File: src/rtl/sw_spi_pkg.sv
package sw_spi_pkg;

  // Legal frame: at least base pulses, a whole number of steps beyond it,
  // and strictly below the saturation value of the counter.
  function automatic logic count_ok(input int unsigned n,
                                    input int unsigned base,
                                    input int unsigned step,
                                    input int unsigned lim);
    return (n >= base) && (((n - base) % step) == 0) && (n < lim);
  endfunction

endpackage

File: src/rtl/sw_pin_edges.sv
module sw_pin_edges (
  input  logic clk_i,
  input  logic rst_ni,
  input  logic sclk_i,
  input  logic csn_i,
  output logic sclk_rise_o,
  output logic sclk_fall_o,
  output logic cs_fall_o,
  output logic cs_rise_o,
  output logic sel_o
);
  logic sclk_q, csn_q;

  always_ff @(posedge clk_i or negedge rst_ni) begin
    if (!rst_ni) begin
      sclk_q <= 1'b0;
      csn_q  <= 1'b1;
    end else begin
      sclk_q <= sclk_i;
      csn_q  <= csn_i;
    end
  end

  // Serial clock edges only count while the device is selected.
  assign sclk_rise_o = sclk_i & ~sclk_q & ~csn_i;
  assign sclk_fall_o = ~sclk_i & sclk_q & ~csn_i;
  assign cs_fall_o   = ~csn_i & csn_q;
  assign cs_rise_o   = csn_i & ~csn_q;
  assign sel_o       = ~csn_q;
endmodule

File: src/rtl/sw_pulse_counter.sv
module sw_pulse_counter #(
  parameter int unsigned CNT_W = 8,
  parameter int unsigned BASE  = 16,
  parameter int unsigned STEP  = 8
) (
  input  logic             clk_i,
  input  logic             rst_ni,
  input  logic             clear_i,
  input  logic             inc_i,
  output logic [CNT_W-1:0] cnt_o,
  output logic             legal_o
);
  localparam logic [CNT_W-1:0] CNT_MAX = '1;

  logic [CNT_W-1:0] cnt_q;

  always_ff @(posedge clk_i or negedge rst_ni) begin
    if (!rst_ni)                        cnt_q <= '0;
    else if (clear_i)                   cnt_q <= '0;
    else if (inc_i && cnt_q != CNT_MAX) cnt_q <= cnt_q + 1'b1;
  end

  assign cnt_o   = cnt_q;
  assign legal_o = sw_spi_pkg::count_ok(32'(cnt_q), BASE, STEP, 32'(CNT_MAX));
endmodule

File: src/rtl/sw_shift_chain.sv
module sw_shift_chain #(
  parameter int unsigned W     = 16,
  parameter int unsigned TAP_W = 8
) (
  input  logic             clk_i,
  input  logic             rst_ni,
  input  logic             load_i,
  input  logic [W-1:0]     load_val_i,
  input  logic             shift_i,
  input  logic             din_i,
  input  logic             adv_i,
  output logic [TAP_W-1:0] tap_o,
  output logic             sdo_o
);
  logic [W-1:0] sr_q;
  logic         sdo_q;

  // One chain serves both directions: bits leaving the top after the
  // reply word are the earliest bits received, which gives the echo.
  always_ff @(posedge clk_i or negedge rst_ni) begin
    if (!rst_ni) begin
      sr_q  <= '0;
      sdo_q <= 1'b0;
    end else if (load_i) begin
      sr_q  <= load_val_i;
      sdo_q <= load_val_i[W-1];
    end else begin
      if (shift_i) sr_q  <= {sr_q[W-2:0], din_i};
      if (adv_i)   sdo_q <= sr_q[W-1];
    end
  end

  assign tap_o = sr_q[TAP_W-1:0];
  assign sdo_o = sdo_q;
endmodule

File: src/rtl/pcv_spi_slave.sv
module pcv_spi_slave #(
  parameter int unsigned FRAME_W = 16,
  parameter int unsigned OUT_W   = 8,
  parameter int unsigned CNT_W   = 8
) (
  input  logic             clk_i,
  input  logic             rst_ni,
  input  logic             sclk_i,
  input  logic             csn_i,
  input  logic             mosi_i,
  input  logic [OUT_W-1:0] status_i,
  output logic             miso_o,
  output logic             miso_oe_o,
  output logic [OUT_W-1:0] out_o,
  output logic             latch_stb_o,
  output logic             sof_o
);
  localparam int unsigned PAD_W = FRAME_W - OUT_W;

  // Named internal events, also observed by the bound checker.
  logic             sclk_rise_w, sclk_fall_w, cs_fall_w, cs_rise_w, sel_w;
  logic [CNT_W-1:0] cnt_w;
  logic             legal_w, accept_w;
  logic [OUT_W-1:0] cmd_low_w;
  logic [FRAME_W-1:0] reply_w;

  logic [OUT_W-1:0] out_q;
  logic             stb_q, sof_q;

  assign reply_w = {{PAD_W{1'b0}}, status_i};

  sw_pin_edges u_edges (
    .clk_i      (clk_i),
    .rst_ni     (rst_ni),
    .sclk_i     (sclk_i),
    .csn_i      (csn_i),
    .sclk_rise_o(sclk_rise_w),
    .sclk_fall_o(sclk_fall_w),
    .cs_fall_o  (cs_fall_w),
    .cs_rise_o  (cs_rise_w),
    .sel_o      (sel_w)
  );

  sw_pulse_counter #(.CNT_W(CNT_W), .BASE(FRAME_W), .STEP(OUT_W)) u_count (
    .clk_i  (clk_i),
    .rst_ni (rst_ni),
    .clear_i(cs_fall_w),
    .inc_i  (sclk_rise_w),
    .cnt_o  (cnt_w),
    .legal_o(legal_w)
  );

  sw_shift_chain #(.W(FRAME_W), .TAP_W(OUT_W)) u_chain (
    .clk_i     (clk_i),
    .rst_ni    (rst_ni),
    .load_i    (cs_fall_w),
    .load_val_i(reply_w),
    .shift_i   (sclk_rise_w),
    .din_i     (mosi_i),
    .adv_i     (sclk_fall_w),
    .tap_o     (cmd_low_w),
    .sdo_o     (miso_o)
  );

  assign accept_w = cs_rise_w & legal_w;

  always_ff @(posedge clk_i or negedge rst_ni) begin
    if (!rst_ni) begin
      out_q <= '0;
      stb_q <= 1'b0;
      sof_q <= 1'b0;
    end else begin
      stb_q <= accept_w;
      sof_q <= cs_fall_w;
      if (accept_w) out_q <= cmd_low_w;
    end
  end

  assign out_o       = out_q;
  assign latch_stb_o = stb_q;
  assign sof_o       = sof_q;
  assign miso_oe_o   = sel_w;
endmodule

File: config.mk
export PLATFORM = sky130hd
export DESIGN_NAME = pcv_spi_slave
export DESIGN_NICKNAME = d
export VERILOG_FILES = /design/src/rtl/sw_spi_pkg.sv /design/src/rtl/sw_pin_edges.sv /design/src/rtl/sw_pulse_counter.sv /design/src/rtl/sw_shift_chain.sv /design/src/rtl/pcv_spi_slave.sv
export SDC_FILE = /design/constraint.sdc
export NUM_CORES = 1
export LEC_CHECK = 0
export BUFFER_PORTS_ARGS = -buffer_cell sky130_fd_sc_hd__buf_2
export CELL_PAD_IN_SITES_DETAIL_PLACEMENT = 1
export CELL_PAD_IN_SITES_GLOBAL_PLACEMENT = 1
export CORE_ASPECT_RATIO = 1.4
export CORE_MARGIN = 3
export CORE_UTILIZATION = 45
export DETAILED_ROUTE_END_ITERATION = 8
export PLACE_DENSITY_LB_ADDON = 0.1
export SLEW_MARGIN = 5
export SYNTH_ARGS = -nofsm -noshare
export SYNTH_HDL_FRONTEND = slang
export SYNTH_SLANG_ARGS = --single-unit
File: constraint.sdc
create_clock -name clk_i -period 4.17 [get_ports clk_i]
set_input_delay 0.2085 -clock clk_i [delete_from_list [all_inputs] [get_ports clk_i]]
set_output_delay 0.2085 -clock clk_i [all_outputs]
set_load 0.1 [all_outputs]
== Yosys cells after proc, flatten, opt, wreduce, memory -nomap -nowiden ==
Cells that the tools add are included.
Storage, ports and cells
  input bits: 13
  logic and storage cells: 37
  flip-flop bits (word level): 37
  RAM bits: 0
  output and inout bits: 12
  memories: 0
  memory bits (read-only): 0
  latch bits: 0
Cells by class
  bitwise gates (word level): 11
  reduce and logical (&&, ||, !) cells: 7
  equality and inequality tests: 1
  add/sub/neg operators: 2
  order comparisons: 2
  multipliers: 0
  shifts and indexed selects: 0
  multiplexer cells: 6
  div/mod/pow operators: 0
Operators with widths (number)
  $logic_not 32->1: 1
  $mux 16: 2
  $mux 8: 2
  $add 8x1->8 const B: 1
  $ge 8x5->1 const B: 1
  $lt 8x8->1 const B: 1
  $ne 8x8->1 const B: 1
  $and 1x1->1: 7
  $reduce_bool 2->1: 3
  $not 1->1: 4
  $logic_and 1x1->1: 3
  $sub 3x1->3 const B: 1
  $mux 1: 2

== Logic depth before layout (Yosys ltp) ==
  depth in word-level cells: 6
  mapped depth: 6

== Modules after synthesis ==
From an unflattened synthesis, not the netlist that was laid out.
Unflattened totals
  cells, all modules: 159
  area total of the unflattened synthesis: 1856.8 sq um
Modules (own cells, without submodules)
  sw_shift_chain: instances 1, cells an instance 79, area each 849.6 sq um
  sw_pulse_counter: instances 1, cells an instance 52, area each 535.5 sq um
  pcv_spi_slave: instances 1, cells an instance 21, area each 389.1 sq um
  sw_pin_edges: instances 1, cells an instance 7, area each 82.6 sq um

== Worst setup path after synthesis ==
OpenSTA, ideal clock, no wires.
  kind: reg-to-reg
  start point: register u_count.cnt_q[5], in the netlist u_count.cnt_o[5]
  end point: register out_q[0], in the netlist out_o[0]
  stages on the path, launching flop included: 4
  path slack: 2.523 ns
  path buffers: 0
  arrival time: 1.521 ns
  data required time: 4.044 ns
  cells stage by stage: dfrtp_1 > or4_1 > nand4_1 > mux2_2
On the way
  cells in the longest elaborated chain, start to end: 4
Ends and longest elaborated chain
  from (decl): line sw_pulse_counter.sv:15  | logic [CNT_W-1:0] cnt_q;
  from (signal assigned): line sw_pulse_counter.sv:20  | else if (inc_i && cnt_q != CNT_MAX) cnt_q <= cnt_q + 1'b1;
  $ge 8x5->1: line sw_spi_pkg.sv:9  | return (n >= base) && (((n - base) % step) == 0) && (n < lim);
  $logic_and 1x1->1: line sw_spi_pkg.sv:9
  $logic_and 1x1->1 *: line sw_spi_pkg.sv:9
  $and 1x1->1 *: line pcv_spi_slave.sv:65  | assign accept_w = cs_rise_w & legal_w;
  to (signal assigned): line pcv_spi_slave.sv:75  | if (accept_w) out_q <= cmd_low_w;
  to (decl): line pcv_spi_slave.sv:27  | logic [OUT_W-1:0] out_q;
Every way passes the cells marked *; elsewhere a longest branch is shown, timed or not.
A chain may end at the register's enable or synchronous reset.

== Worst setup path after layout ==
  start point: register u_edges.csn_q
  end point: register u_chain.sr_q[7]
On the way
  cells in the longest elaborated chain, start to end: 2
Ends and longest elaborated chain
  from (decl): line sw_pin_edges.sv:12  | logic sclk_q, csn_q;
  from (signal assigned): line sw_pin_edges.sv:20  | csn_q <= csn_i;
  $and 1x1->1 *: line sw_pin_edges.sv:27  | assign cs_fall_o = ~csn_i & csn_q;
  $mux 16 / $reduce_bool 2->1 (equally long branches)
  to (signal assigned): line sw_shift_chain.sv:25  | sr_q <= load_val_i;
  to (signal assigned): line sw_shift_chain.sv:28  | if (shift_i) sr_q <= {sr_q[W-2:0], din_i};
  to (decl): line sw_shift_chain.sv:15  | logic [W-1:0] sr_q;
Marks and branches as above.

==> results.json <==
{
  "synth-edff-count": 0,
  "cap_violations": 0,
  "antenna_diode_instance_count": 0,
  "h-tree-depth": 2,
  "synthesis.yosys.warnings": 0,
  "groute.usage.overall_pct": 19.7,
  "route.final.wire_length_um": 3860,
  "synth-async-reset-ratio_pct": 100,
  "worstSkewPairLatency_ps": 290,
  "p_int_uw": 619,
  "port_bufs": 24,
  "ctsLongestPathBuffers": 2,
  "place_area_mm2": 0.00177,
  "post-route-period-util_pct": 48.5,
  "groute.layer.met3.usage_pct": 4.55,
  "detail_route.wl_per_cell_um": 18.1,
  "max-vdd-ir-drop_uv": 310,
  "first_global_vias": 1307,
  "postLayoutCoreUtil_pct": 54.8,
  "setup.reg_to_reg.worst_slack_ps": 2150,
  "synthesis_stage_register_bit_count": 37,
  "antenna_found_initial": 0,
  "hold_slack_ps": 12.1,
  "design.portCount": 25,
  "run_status": "finished, final reports clean",
  "floorplan.core_area_mm2": 0.00344,
  "largest_net_degree_at_the_start_of_global_routing": 38,
  "grt_util_met2_pct": 33.8,
  "average_vias_per_placed_instance": 5.90,
  "leakagePower_nw": 0.929,
  "timing_worst_setup_path_type": "reg -> reg",
  "synthesis.area_mm2": 0.00163,
  "gp_congestion": 0.735,
  "post_synthesis_to_final_layout_area_growth_pct": 15.6,
  "cts.reportedPaths.clkPinSlew_ps": 70,
  "worstSetupEndpoint": "u_chain.sr_q[7]",
  "sw_share_pct": 30.6,
  "worst-r2r-cell-count": 3,
  "routed-via-count": 1256,
  "drt_pre_antenna_iters": 4,
  "timing.final.hold_violations": 0,
  "synthDistinctLibCells": 33,
  "grt_most_used_layer": "met2",
  "timing.max_slew.rel_slack_pct": 42.0,
  "worst_setup_path_start_kind": "register",
  "netlist_instances": 147,
  "grt_overflow": 0,
  "cts.sink_count": 37,
  "final_antenna_net_count": 0,
  "floorplan.rows": 25,
  "design.final.nets": 187,
  "power_density_mw_per_mm2": 473,
  "crit_required_ps": 4340,
  "floorplan.die.height_um": 77.2,
  "wire_length_of_the_first_global_routing_pass_um": 6600,
  "post_route_cells_drive_above_1_share_pct": 24.3,
  "fin_skew_ps": 4.71,
  "tritoncts": "done",
  "clkPwrFrac_pct": 35.9,
  "cp-end-kind": "register",
  "final_max_slew_viol_count": 0,
  "totalNegativeSetupSlack_ps": 0,
  "seq_power_share_pct": 45.5,
  "finalSetupViolCount": 0,
  "post_cts_hold_buffer_count": 0,
  "p_switching_uw": 273,
  "post-route-drc-count": 0,
  "cts_resized": 0,
  "worst_r2r_endpoint": "u_chain.sr_q[7]",
  "grt_setup_unrepaired": "false",
  "synth_area_per_cell_um2": 11.1,
  "combinationalPowerShare_pct": 18.6,
  "cp_max_fanout": 24,
  "hold_path_class": "in -> async",
  "fp.dieArea_mm2": 0.00439,
  "die_width_um": 56.9,
  "number_of_buffers_inserted_to_repair_setup_after_cts": 0,
  "first_iter_violations": 23,
  "max_clock_freq_mhz": 494,
  "grt_util_met1_pct": 24.1,
  "crit_start": "u_edges.csn_q",
  "synth_sequential_area_ratio_pct": 56.8,
  "worst_slew_pin_slew_ps": 870,
  "initial_utilization_pct": 47.4,
  "min_period_ps": 2020,
  "syn-num-nets": 162,
  "root_buffer": "sky130_fd_sc_hd__clkbuf_8",
  "fin_total_pwr_uw": 892,
  "cts_buffers": 5,
  "post-route-cell-area_mm2": 0.00189,
  "ys_dominant_reg_cell": "sky130_fd_sc_hd__dfrtp_1",
  "cp_data_arrival_time_ps": 2190,
  "hpwl_um": 2600,
  "worst_r2r_startpoint": "u_edges.csn_q"
}
worst min-delay path by stage:
| stage | startpoint | endpoint | slack, ps |
|---|---|---|---|
| finish | rst_ni | out_o[3] | 10 |
| global placement | rst_ni | out_o[0] | 330 |
| global route | csn_i | u_edges.csn_q | 60 |
| CTS | rst_ni | out_o[0] | 40 |
| detailed placement | rst_ni | out_o[3] | 350 |
| floorplan | rst_ni | latch_stb_o | -90 |
synth_stat cells, drive strengths merged, types with 4 or more instances:
cell   count  area share, %
a21oi      6            2.1
a221o      7            4.3
and3       8            3.1
dfrtp     36             55
inv        7            1.6
mux2       8            5.5
mux2i      5            3.1
nand2     23            5.3
nand3      8            2.5
nor2       4           0.92
o21ai      7            2.1
critical path: stages (launching register included):
cell and delay (ps):
sky130_fd_sc_hd__dfstp_2 400, sky130_fd_sc_hd__nand2b_1 590, sky130_fd_sc_hd__inv_1 450, sky130_fd_sc_hd__a221o_1 460
registers in the layout, indices dropped and copies added (netlist names):
signal	cells
u_edges.sclk_q	1
u_chain.sr_q	16
out_o	8
u_edges.csn_q	1
latch_stb_o	1
u_chain.sdo_o	1
u_count.cnt_o	8
sof_o	1
logic make-up after synthesis:
| logic type | after synthesis | share of synthesized area (%) |
|---|---|---|
| adders and majority gates | 2 | 1.53 |
| DFF | 37 | 56.8 |
| AOI/OAI and AO/OA | 29 | 13.0 |
| and+or+nand+nor | 53 | 16.6 |
| buffers and inverters | 13 | 3.53 |
| muxes | 13 | 8.59 |
placed cells by master (no fill, tap or decap):
cell type / Yosys / layout
sky130_fd_sc_hd__a221o_1: 7 / 7
sky130_fd_sc_hd__clkbuf_8: 0 / 6
sky130_fd_sc_hd__a21oi_1: 5 / 5
sky130_fd_sc_hd__bufinv_16: 0 / 1
sky130_fd_sc_hd__mux2i_1: 5 / 5
sky130_fd_sc_hd__nand3_1: 8 / 8
sky130_fd_sc_hd__a21o_1: 1 / 1
sky130_fd_sc_hd__a21oi_2: 1 / 1
sky130_fd_sc_hd__and4_1: 1 / 1
sky130_fd_sc_hd__nand2_1: 23 / 23
sky130_fd_sc_hd__nor3b_2: 1 / 1
sky130_fd_sc_hd__a311oi_1: 2 / 2
sky130_fd_sc_hd__nand2b_1: 3 / 3
sky130_fd_sc_hd__a2111oi_0: 1 / 1
sky130_fd_sc_hd__ha_1: 2 / 2
sky130_fd_sc_hd__or4_1: 1 / 1
sky130_fd_sc_hd__and3_1: 8 / 8
sky130_fd_sc_hd__dfrtp_1: 36 / 36
sky130_fd_sc_hd__nor4_1: 1 / 1
sky130_fd_sc_hd__a31oi_1: 1 / 1
sky130_fd_sc_hd__nand4_1: 1 / 1
sky130_fd_sc_hd__o21ai_0: 7 / 7
sky130_fd_sc_hd__mux2_2: 8 / 8
sky130_fd_sc_hd__nor4bb_1: 1 / 1
sky130_fd_sc_hd__nor2_1: 4 / 4
sky130_fd_sc_hd__clkbuf_1: 3 / 1
sky130_fd_sc_hd__or3b_1: 1 / 1
sky130_fd_sc_hd__o31a_1: 1 / 1
sky130_fd_sc_hd__a41oi_1: 1 / 1
sky130_fd_sc_hd__a211oi_1: 2 / 2
sky130_fd_sc_hd__inv_1: 7 / 7
sky130_fd_sc_hd__buf_2: 1 / 24
sky130_fd_sc_hd__dfstp_2: 1 / 1
layout make-up:
type | count | area (um2)
Timing Repair Buffer | 24 | 120
Tap cell | 40 | 50.0
Clock buffer | 7 | 86.3
Fill cell | 378 | 1550
Sequential cell | 37 | 927
Inverter | 7 | 26.3
Multi-Input combinational cell | 97 | 647
Clock inverter | 1 | 30.0
power groups by stage:
stage / logic, mW / registers [mW] / clock network (mW)
finish: 0.166 / 0.406 / 0.320
global route: 0.178 / 0.409 / 0.346
CTS: 0.169 / 0.406 / 0.324
detailed placement: 0.168 / 0.413 / 0
global placement: 0.164 / 0.411 / 0
floorplan: 0.0485 / 0.490 / 0
through the flow:
step           setup WS, ps  instances
2_1_floorplan          2520        147
3_3_place_gp           2210        205
3_5_place_dp           2080        205
4_1_cts                2120        213
5_1_grt                1950        213
6_report               2150        213
per-layer routing:
layer,wire (um),share of wire (%)
met5,0,0
met1,1540,40
met2,2120,55
met4,42,1.1
met3,150,3.9
Note: power is estimated with default switching activity, not from simulation.
